### src/rtl/prbs_dgen_pkg.sv
`timescale 1ns/1ps
package prbs_dgen_pkg;

   localparam int LFSR_W = 31;

   // sequence order for a selection code
   function automatic logic [4:0] poly_order(input logic [2:0] sel);
      case (sel)
         3'd1:    return 5'd10;
         3'd2:    return 5'd11;
         3'd3:    return 5'd15;
         3'd4:    return 5'd23;
         3'd5:    return 5'd31;
         default: return 5'd7;
      endcase
   endfunction

   // second feedback tap for a selection code
   function automatic logic [4:0] poly_tap(input logic [2:0] sel);
      case (sel)
         3'd1:    return 5'd7;
         3'd2:    return 5'd9;
         3'd3:    return 5'd14;
         3'd4:    return 5'd18;
         3'd5:    return 5'd28;
         default: return 5'd6;
      endcase
   endfunction

   // divided-clock ratio for a selection code
   function automatic logic [7:0] div_ratio(input logic [3:0] sel);
      case (sel)
         4'd1:    return 8'd4;
         4'd2:    return 8'd8;
         4'd3:    return 8'd10;
         4'd4:    return 8'd16;
         4'd5:    return 8'd20;
         4'd6:    return 8'd32;
         4'd7:    return 8'd64;
         4'd8:    return 8'd128;
         default: return 8'd2;
      endcase
   endfunction

endpackage

### src/rtl/prbs_dgen_lfsr.sv
`timescale 1ns/1ps
module prbs_dgen_lfsr
   import prbs_dgen_pkg::*;
(
   input  logic       clk,
   input  logic       rst_n,
   input  logic [2:0] poly_sel,
   output logic       start,
   output logic       reload,
   output logic [2:0] head,
   output logic [4:0] order
);
   localparam logic [LFSR_W-1:0] SEED = LFSR_W'(1);

   logic [LFSR_W-1:0] st, st_nx, mask;
   logic [2:0]        sel_q;
   logic [4:0]        tap;
   logic              fb;

   always_comb begin
      order = poly_order(sel_q);
      tap   = poly_tap(sel_q);
      for (int i = 0; i < LFSR_W; i++) begin
         mask[i] = (5'(i) < order);
      end
      fb     = st[order - 5'd1] ^ st[tap - 5'd1];
      st_nx  = {st[LFSR_W-2:0], fb} & mask;
      head   = {st[order - 5'd1], st[order - 5'd2], st[order - 5'd3]};
      start  = (st == SEED);
      reload = (poly_sel != sel_q);
   end

   always_ff @(posedge clk) begin
      if (!rst_n || reload) begin
         st    <= SEED;
         sel_q <= poly_sel;
      end else begin
         st    <= st_nx;
      end
   end
endmodule

### src/rtl/prbs_dgen_shaper.sv
`timescale 1ns/1ps
module prbs_dgen_shaper #(
   parameter int ZLEN_W  = 31,
   parameter bit DENS_EN = 1'b1
) (
   input  logic              clk,
   input  logic              rst_n,
   input  logic              start,
   input  logic              reload,
   input  logic [2:0]        head,
   input  logic [4:0]        order,
   input  logic [2:0]        dens_sel,
   input  logic [ZLEN_W-1:0] zlen,
   output logic              data_out
);
   logic [31:0] span, zl_ext, zl_eff, zcnt;
   logic        zact, zen, zload, dbit, bit_nx;

   generate
      if (DENS_EN) begin : g_dens
         always_comb begin
            case (dens_sel)
               3'd1:    dbit = head[2] & head[1];
               3'd2:    dbit = &head;
               3'd3:    dbit = head[2] | head[1];
               3'd4:    dbit = |head;
               default: dbit = head[2];
            endcase
         end
      end else begin : g_raw
         assign dbit = head[2];
      end
   endgenerate

   always_comb begin
      span   = (32'd1 << order) - 32'd2;
      zl_ext = 32'(zlen);
      zl_eff = (zl_ext > span) ? span : zl_ext;
      zen    = (zl_eff >= {27'd0, order});
      zload  = start && zen;
      if (zload)      bit_nx = 1'b0;
      else if (zact)  bit_nx = (zcnt == 32'd0);
      else            bit_nx = dbit;
   end

   always_ff @(posedge clk) begin
      if (!rst_n || reload) begin
         data_out <= 1'b0;
         zact     <= 1'b0;
         zcnt     <= 32'd0;
      end else begin
         data_out <= bit_nx;
         if (zload) begin
            zact <= 1'b1;
            zcnt <= zl_eff - 32'd1;
         end else if (zact) begin
            if (zcnt == 32'd0) zact <= 1'b0;
            else               zcnt <= zcnt - 32'd1;
         end
      end
   end
endmodule

### src/rtl/prbs_dgen_trig.sv
`timescale 1ns/1ps
module prbs_dgen_trig
   import prbs_dgen_pkg::*;
#(
   parameter int REPS = 4
) (
   input  logic       clk,
   input  logic       rst_n,
   input  logic       start,
   input  logic       reload,
   input  logic       trig_mode,
   input  logic [3:0] div_sel,
   output logic       trig_out
);
   localparam int RW = (REPS > 1) ? $clog2(REPS) : 1;

   logic [RW-1:0] rep;
   logic [3:0]    dsel_q;
   logic [7:0]    dcnt, dlen, dhalf;
   logic          sq, pulse;

   always_comb begin
      dlen  = div_ratio(dsel_q);
      dhalf = {1'b0, dlen[7:1]};
      sq    = (dcnt < dhalf);
      pulse = start && !reload && (rep == '0);
   end

   always_ff @(posedge clk) begin
      if (!rst_n) begin
         rep      <= '0;
         dsel_q   <= div_sel;
         dcnt     <= 8'd0;
         trig_out <= 1'b0;
      end else begin
         if (reload)                      rep <= '0;
         else if (start && rep == RW'(REPS-1)) rep <= '0;
         else if (start)                  rep <= rep + RW'(1);
         if (div_sel != dsel_q) begin
            dsel_q <= div_sel;
            dcnt   <= 8'd0;
         end else begin
            dcnt   <= (dcnt == dlen - 8'd1) ? 8'd0 : dcnt + 8'd1;
         end
         trig_out <= trig_mode ? sq : pulse;
      end
   end
endmodule

### src/rtl/prbs_dgen.sv
`timescale 1ns/1ps
module prbs_dgen #(
   parameter int REPS    = 4,
   parameter int ZLEN_W  = 31,
   parameter bit DENS_EN = 1'b1
) (
   input  logic              clk,
   input  logic              rst_n,
   input  logic [2:0]        poly_sel,
   input  logic [ZLEN_W-1:0] zlen,
   input  logic [2:0]        dens_sel,
   input  logic              trig_mode,
   input  logic [3:0]        div_sel,
   output logic              data_out,
   output logic              trig_out
);
   generate
      if (REPS < 2) begin : g_bad_reps
         $error("REPS must be 2 or more");
      end
      if (ZLEN_W < 5 || ZLEN_W > 31) begin : g_bad_zlen
         $error("ZLEN_W must lie in 5..31");
      end
   endgenerate

   logic       start, reload;
   logic [2:0] head;
   logic [4:0] order;

   prbs_dgen_lfsr u_lfsr (
      .clk(clk), .rst_n(rst_n), .poly_sel(poly_sel),
      .start(start), .reload(reload), .head(head), .order(order)
   );

   prbs_dgen_shaper #(.ZLEN_W(ZLEN_W), .DENS_EN(DENS_EN)) u_shape (
      .clk(clk), .rst_n(rst_n), .start(start), .reload(reload),
      .head(head), .order(order), .dens_sel(dens_sel), .zlen(zlen),
      .data_out(data_out)
   );

   prbs_dgen_trig #(.REPS(REPS)) u_trig (
      .clk(clk), .rst_n(rst_n), .start(start), .reload(reload),
      .trig_mode(trig_mode), .div_sel(div_sel), .trig_out(trig_out)
   );
endmodule

### config.mk
export PLATFORM = sky130hd
export DESIGN_NAME = prbs_dgen
export DESIGN_NICKNAME = d
export VERILOG_FILES = /design/src/rtl/prbs_dgen_pkg.sv /design/src/rtl/prbs_dgen_lfsr.sv /design/src/rtl/prbs_dgen_shaper.sv /design/src/rtl/prbs_dgen_trig.sv /design/src/rtl/prbs_dgen.sv
export SDC_FILE = /design/constraint.sdc
export NUM_CORES = 1
export LEC_CHECK = 0
export BUFFER_PORTS_ARGS = -buffer_cell sky130_fd_sc_hd__buf_2
export CAP_MARGIN = 20
export CORE_MARGIN = 1.5
export CORE_UTILIZATION = 55
export CTS_BUF_LIST = sky130_fd_sc_hd__clkbuf_8
export CTS_CLUSTER_DIAMETER = 40
export CTS_CLUSTER_SIZE = 28
export DETAILED_ROUTE_END_ITERATION = 10
export PLACE_DENSITY = 0.84
export SLEW_MARGIN = 20
export SYNTH_ARGS = -nofsm -noshare
export SYNTH_HDL_FRONTEND = slang
export SYNTH_HIERARCHICAL = 1
export SYNTH_SLANG_ARGS = --single-unit
### constraint.sdc
create_clock -name clk -period 10.9 [get_ports clk]
set_clock_uncertainty 0.15 [all_clocks]
set_input_delay 0.545 -clock clk [delete_from_list [all_inputs] [get_ports clk]]
set_output_delay 0.545 -clock clk [all_outputs]
set_load 0.05 [all_outputs]
# Yosys cells after proc, flatten, opt, wreduce, memory -nomap -nowiden
# Memories as Yosys holds them, arrays and structs flattened. A register that Yosys moved wholly into a read port is not among the register bits.
# Cells that the tools add are included.
# word_totals
reg_bits	83
mem_bits_ro	112
wordCells	119
n_memories	1
# memory_table
name	depth	word_bits	rd	rd_clocked_by_memory_dff	wr	line_no	text
(name not given)	16	7	1	1	0	prbs_dgen_pkg.sv:32	case (sel)
# classes
n_addsub	10
n_lt_le_gt_ge	38
eq_ne	16
shifts	1
muxes	23
bitwise_logic	5
reduce_logical	16
# ops
op	count
32-bit two-way mux	4
5-bit less-than comparator (first input constant)	15
32-bit by 1-bit subtractor with 32-bit output (second input constant)	2
5-bit case mux with 5 select lines	2
4-bit by 5-bit less-than comparator with 1-bit output (first input constant)	8
32-bit by 5-bit greater-or-equal comparator with 1-bit output	1
31-bit by 32-bit greater-than comparator with 1-bit output	1
32-bit zero test	1
1-bit by 5-bit << shifter with 32-bit output (first input constant)	1
32-bit by 2-bit subtractor with 32-bit output (second input constant)	1
31-bit bitwise AND	1
31-bit by 1-bit equality test with 1-bit output (second input constant)	1
5-bit by 6-bit less-than comparator with 1-bit output (second input constant)	4
1-bit binary-select mux with 5-bit select	4
3-bit by 5-bit less-than comparator with 1-bit output (first input constant)	4
3-bit by 2-bit equality test with 1-bit output (second input constant)	4
4-bit two-way mux	3
1-bit by 5-bit less-than comparator with 1-bit output (first input constant)	2
2-bit by 5-bit less-than comparator with 1-bit output (first input constant)	2
5-bit by 1-bit subtractor with 5-bit output (second input constant)	2
5-bit by 2-bit subtractor with 5-bit output (second input constant)	2
3-bit equality test (second input constant)	3
1-bit two-way mux	9
3-bit OR reduction	3
other kinds (23)	29

# Logic depth before layout (Yosys ltp)
# logic_depth
word_depth	10
mapped_depth	55
depth_no_buf	44

# Modules after synthesis
# Netlist, hierarchy kept.
# by_module_without_submodules
mod	instances	cells_per_inst	area_per_inst_um2
prbs_dgen_shaper	1	672	4684.5
prbs_dgen_lfsr	1	239	2214.6
prbs_dgen_trig	1	140	1307.5

# Worst setup path before layout
# No wires, ideal clock.
# synth_path
path_kind	register to register
from	register u_lfsr.sel_q[1]
to	register u_shape.zcnt[30]
arrival_time_ns	9.995
t_required_ns	10.620
path_slack_ns	0.624
path_stages_with_launch	51
path_buffers	12
path_cell_list	edfxtp_1 -> buf_4 -> inv_1 -> ha_1 -> buf_2 -> mux2i_2 -> nor2b_1 -> inv_1 -> clkbuf_1 -> nor3_1 -> nand2_1 -> ha_1 -> buf_6 -> nand3b_1 -> o31ai_1 -> a21oi_1 -> ha_1 -> and2_1 -> [... 15 more ...] -> nor2b_1 -> o21ai_0 -> nor2_1 -> or4_1 -> a211o_1 -> o21a_1 -> buf_6 -> clkbuf_1 -> mux2i_1 -> ha_1 -> clkbuf_1 -> nand2_1 -> mux2i_1 -> nor4b_1 -> nand4_1 -> xor2_1 -> a21oi_1 -> o22ai_1
# synth_between
elab_chain_cells	10
elab_cells_between_ends	19
cone_classes	add/sub: 2; order compare: 2; eq/ne: 7; shift: 1; mux: 3; reduce/logical: 4
# synth_rtl
item	line_no	text
start, declared	prbs_dgen_lfsr.sv:16	logic [2:0] sel_q;
start signal, assigned	prbs_dgen_lfsr.sv:36	sel_q <= poly_sel;
3-bit equality test, or another cell as far along	prbs_dgen_pkg.sv:8	case (sel)
5-bit case mux with 5 select lines (*)	prbs_dgen_pkg.sv:8	
via order[2]	prbs_dgen.sv:28	logic [4:0] order;
1-bit by 5-bit << shifter with 32-bit output	prbs_dgen_shaper.sv:36	span = (32'd1 << order) - 32'd2;
32-bit by 2-bit subtractor with 32-bit output	prbs_dgen_shaper.sv:36	
31-bit by 32-bit greater-than comparator with 1-bit output	prbs_dgen_shaper.sv:38	zl_eff = (zl_ext > span) ? span : zl_ext;
32-bit two-way mux	prbs_dgen_shaper.sv:38	
32-bit by 5-bit greater-or-equal comparator with 1-bit output	prbs_dgen_shaper.sv:39	zen = (zl_eff >= {27'd0, order});
1-bit logical AND	prbs_dgen_shaper.sv:40	zload = start && zen;
2-bit by 1-bit != test with 1-bit output (no line) / 2-bit nonzero test (equally long branches)	-	
2-bit AND reduction (no line)	-	
end signal, assigned	prbs_dgen_shaper.sv:55	zcnt <= zl_eff - 32'd1;
end signal, assigned	prbs_dgen_shaper.sv:58	else zcnt <= zcnt - 32'd1;
end, declared	prbs_dgen_shaper.sv:16	logic [31:0] span, zl_ext, zl_eff, zcnt;
# The timed path passes the listed nets; every way through them passes the cells marked *.
# A chain may end at the register's enable or synchronous reset.

# Worst setup path after layout
# Same ends and word-level chain as after synthesis.

==> key figures <==
Outcome
  – Outcome: complete, no violations

Routing
  – DR DRC count: 0
  – WL final: around 23000 um
  – Vias per Instance: 6.51
  – Via count: 8175
  – Post-DRT Antenna Nets: 0
  – Avg WL per Cell: 18.0 um
  – DRT iter0 DRCs: 936
  – TritonRoute pass-1 iters: 6

Min path
  – Hold Path Class: in -> reg

STA
  – Final Max Slew Viols: 0
  – Hold Vio Cnt, Final: 0
  – Setup violations, final: 0
  – Fin Setup TNS: 0 ps
  – Peak Freq: around 100 MHz
  – Slew HR: between 40% and 50%
  – Worst-margin pin slew: roughly 800 ps
  – Setup ws final: just over 700 ps
  – Period utilization: 93.5%
  – Minimum clock period after layout: 10190 ps
  – RSZ-0062 raised after global routing: false

Setup path
  – Critical path data arrival time: 10290 ps
  – Setup Crit Path Kind: reg -> reg
  – Worst path max stage delay: 580 ps
  – Critical path data required time: ~11000 ps
  – Crit-path leading delay family: simple AND/OR/NAND/NOR gates
  – Buf+Inv Stages, Crit Path: 2
  – Slowest-stage cell, CP: edfxtp_1
  – Worst Path Max Fanout: 19
  – CP endpoint kind: flip-flop
  – Crit path launch type: flip-flop
  – Critical Path Most Common Cell: ha_1

Global route
  – Grt ovf: 0
  – Global-route wire length before repair: 36900 um
  – Initial antenna violation count: 0
  – Largest net degree at the start of global routing: around 70
  – Vias in the first global route: between 7000 and 8000
  – Global Route Usage Sum: 28.4%

Floorplanning
  – Die area: approximately 16000 um2
  – Chip height: 125 um
  – Initial Utilization: approximately 56%
  – Core ar.: around 15000 um2
  – Io pins: 46
  – Die Span X: 125 um
  – Row count: 44

Final layout
  – Fin cells: 1255
  – Area growth syn-to-layout: 6.22%
  – Layout net count: 1165
  – Antenna Cells: 0
  – Layout cell share with drive strength beyond 1: between 10% and 20%

CTS
  – Max Buffers Root-to-Sink: 2
  – TritonCTS clock tree: yes
  – Clock Pin Slew Worst Setup and Hold Paths: 100 ps
  – Latest clock arrival within the worst-skew pair: between 300 and 400 ps
  – Clock Sinks: 90
  – H-tree depth: 3
  – Root Driver: clkbuf_8
  – Number of CTS-inserted buffers: 9

Yosys
  – Ys flop type: dfxtp_1
  – Syn nets: approximately 1200
  – EDFF count, synth: 7
  – Cell Area, Synth: roughly 8200 um2
  – Seq/Total Area, Yosys: approximately 23%
  – Largest area contributor in the netlist: dfxtp_1
  – Number of synthesized register bits: 90
  – Most area-consuming cells after synthesis: dfxtp_1 20%, ha_1 8.4%, nor2_1 4.6%, nand2_1 4.2%, mux2i_1 4.0%
  – Yosys top cell area share: ~20%
  – Top cells by count, synth: 100 x nor2_1, 92 x nand2_1, 83 x dfxtp_1, 55 x a21oi_1, 55 x ha_1
  – Ys Warns: 6
  – Synth async-reset ratio: 0%
  – Synthesized area per cell: 7.81 um2
  – Cells after Synth: approximately 1100
  – Distinct cell type count after synthesis: 94
  – Count leader, synth: nor2_1

Placement
  – Setup WS pre-CTS: 669 ps
  – Placed instance count: 1234
  – Final HPWL DP: 16900 um
  – Input/output buffers: 45
  – Placer Congestion: 0.999

Power and ir drop
  – Peak VDD IR: 0.0637 mV
  – Leakage: 3.53 nW
  – P per Cell Area: roughly 120 nW/um2
  – Power, Total: 1.02 mW

Flow run
  – # Max-Cap Violations: 0
==> routing by layer <==
layer	global-route usage [%]	part of all wire [%]
met3	4.24	10
met2	41.1	42
met4	9.16	2.1
met1	43.0	45
met5	0	0
==> worst paths after layout <==
check | startpoint | endpoint | slack, ps | cells past startpoint
min | trig_mode | u_trig/trig_out | 200 | 2
max | u_lfsr/sel_q[1] | u_shape/zcnt[30] | 710 | 38
max reg2reg | u_lfsr/sel_q[1] | u_shape/zcnt[30] | 710 | 38
min reg2reg | u_lfsr/st[18] | u_lfsr/st[19] | 350 | 1
==> registers in the layout, indices dropped and copies added (netlist names) <==
name	flops
u_trig/dhalf	7
u_trig/dsel_q	4
u_trig/trig_out	1
u_trig/rep	2
u_shape/zact	1
u_lfsr/sel_q	3
u_shape/data_out	1
u_shape/zcnt	32
u_trig/dcnt	8
u_lfsr/st	31
==> what timing repair did <==
action | in CTS | in global routing
hold buffers | 0 | 0
setup buffers | 0 | 5
setup endpoints to repair | 0 | 11
resized for setup | 0 | 2
==> layout by cell type (no fill, tap or decap), drive strengths merged, types with 5 or more instances in the layout <==
cell,netlist,layout
nand2,92,92
nor3,47,47
edfxtp,7,7
a31oi,8,8
a32oi,5,5
o21ai,49,49
nor2b,16,16
nand2b,12,12
mux2,10,10
o22ai,16,16
or4,7,7
o211ai,10,10
buf,27,60
a211oi,34,34
nor2,100,100
mux4,8,8
clkbuf,29,9
dfxtp,83,83
o31ai,7,7
and2,25,25
inv,50,55
nor4,21,21
xnor2,34,34
nand4,16,16
or3,11,11
a21boi,6,6
o21a,6,6
xor2,32,32
nand3,29,29
ha,55,55
a21o,8,8
a2111oi,6,6
a21oi,56,56
mux2i,34,34
and3,22,22
nor4b,6,6
==> per-stage QoR <==
step	hold slack (ps)	util (%)	cell area (um2)
global placement	323	58.3	8470
global route	200	60.0	8720
finish	200	60.0	8720
floorplan	294	-	8210
detailed placement	328	58.3	8470
CTS	183	59.6	8670
==> cell families (layout without fill, tap and decap cells) <==
| logic type | after synthesis | count (layout) | synth area share, % |
|---|---|---|---|
| AOI/OAI and AO/OA | 253 | 253 | 21.2 |
| xor gates and xnor gates | 66 | 66 | 7.14 |
| adders and majority gates | 55 | 55 | 8.39 |
| buffers and inverters | 107 | 127 | 5.64 |
| DFF | 90 | 90 | 22.8 |
| muxes | 52 | 52 | 7.76 |
| other | 1 | 1 | 0.0457 |
| and+or+nand+nor | 427 | 427 | 27.0 |
==> area by class of cell <==
class                      count  area [um2]
sequential                    90        1870
fill                        1329        5820
clock inverter                 7        73.8
inverter                      51         191
multi-input combinational    854        5890
clock buffer                   9         124
tap                          184         230
timing repair buffer          60         338
==> power by group <==
| part | internal, mW | switching, mW | total, mW |
|---|---|---|---|
| combinational | 0.158 | 0.277 | 0.435 |
| clock | 0.108 | 0.128 | 0.236 |
| sequential | 0.343 | 0.0114 | 0.354 |
Note: power is estimated with default switching activity, not from simulation.
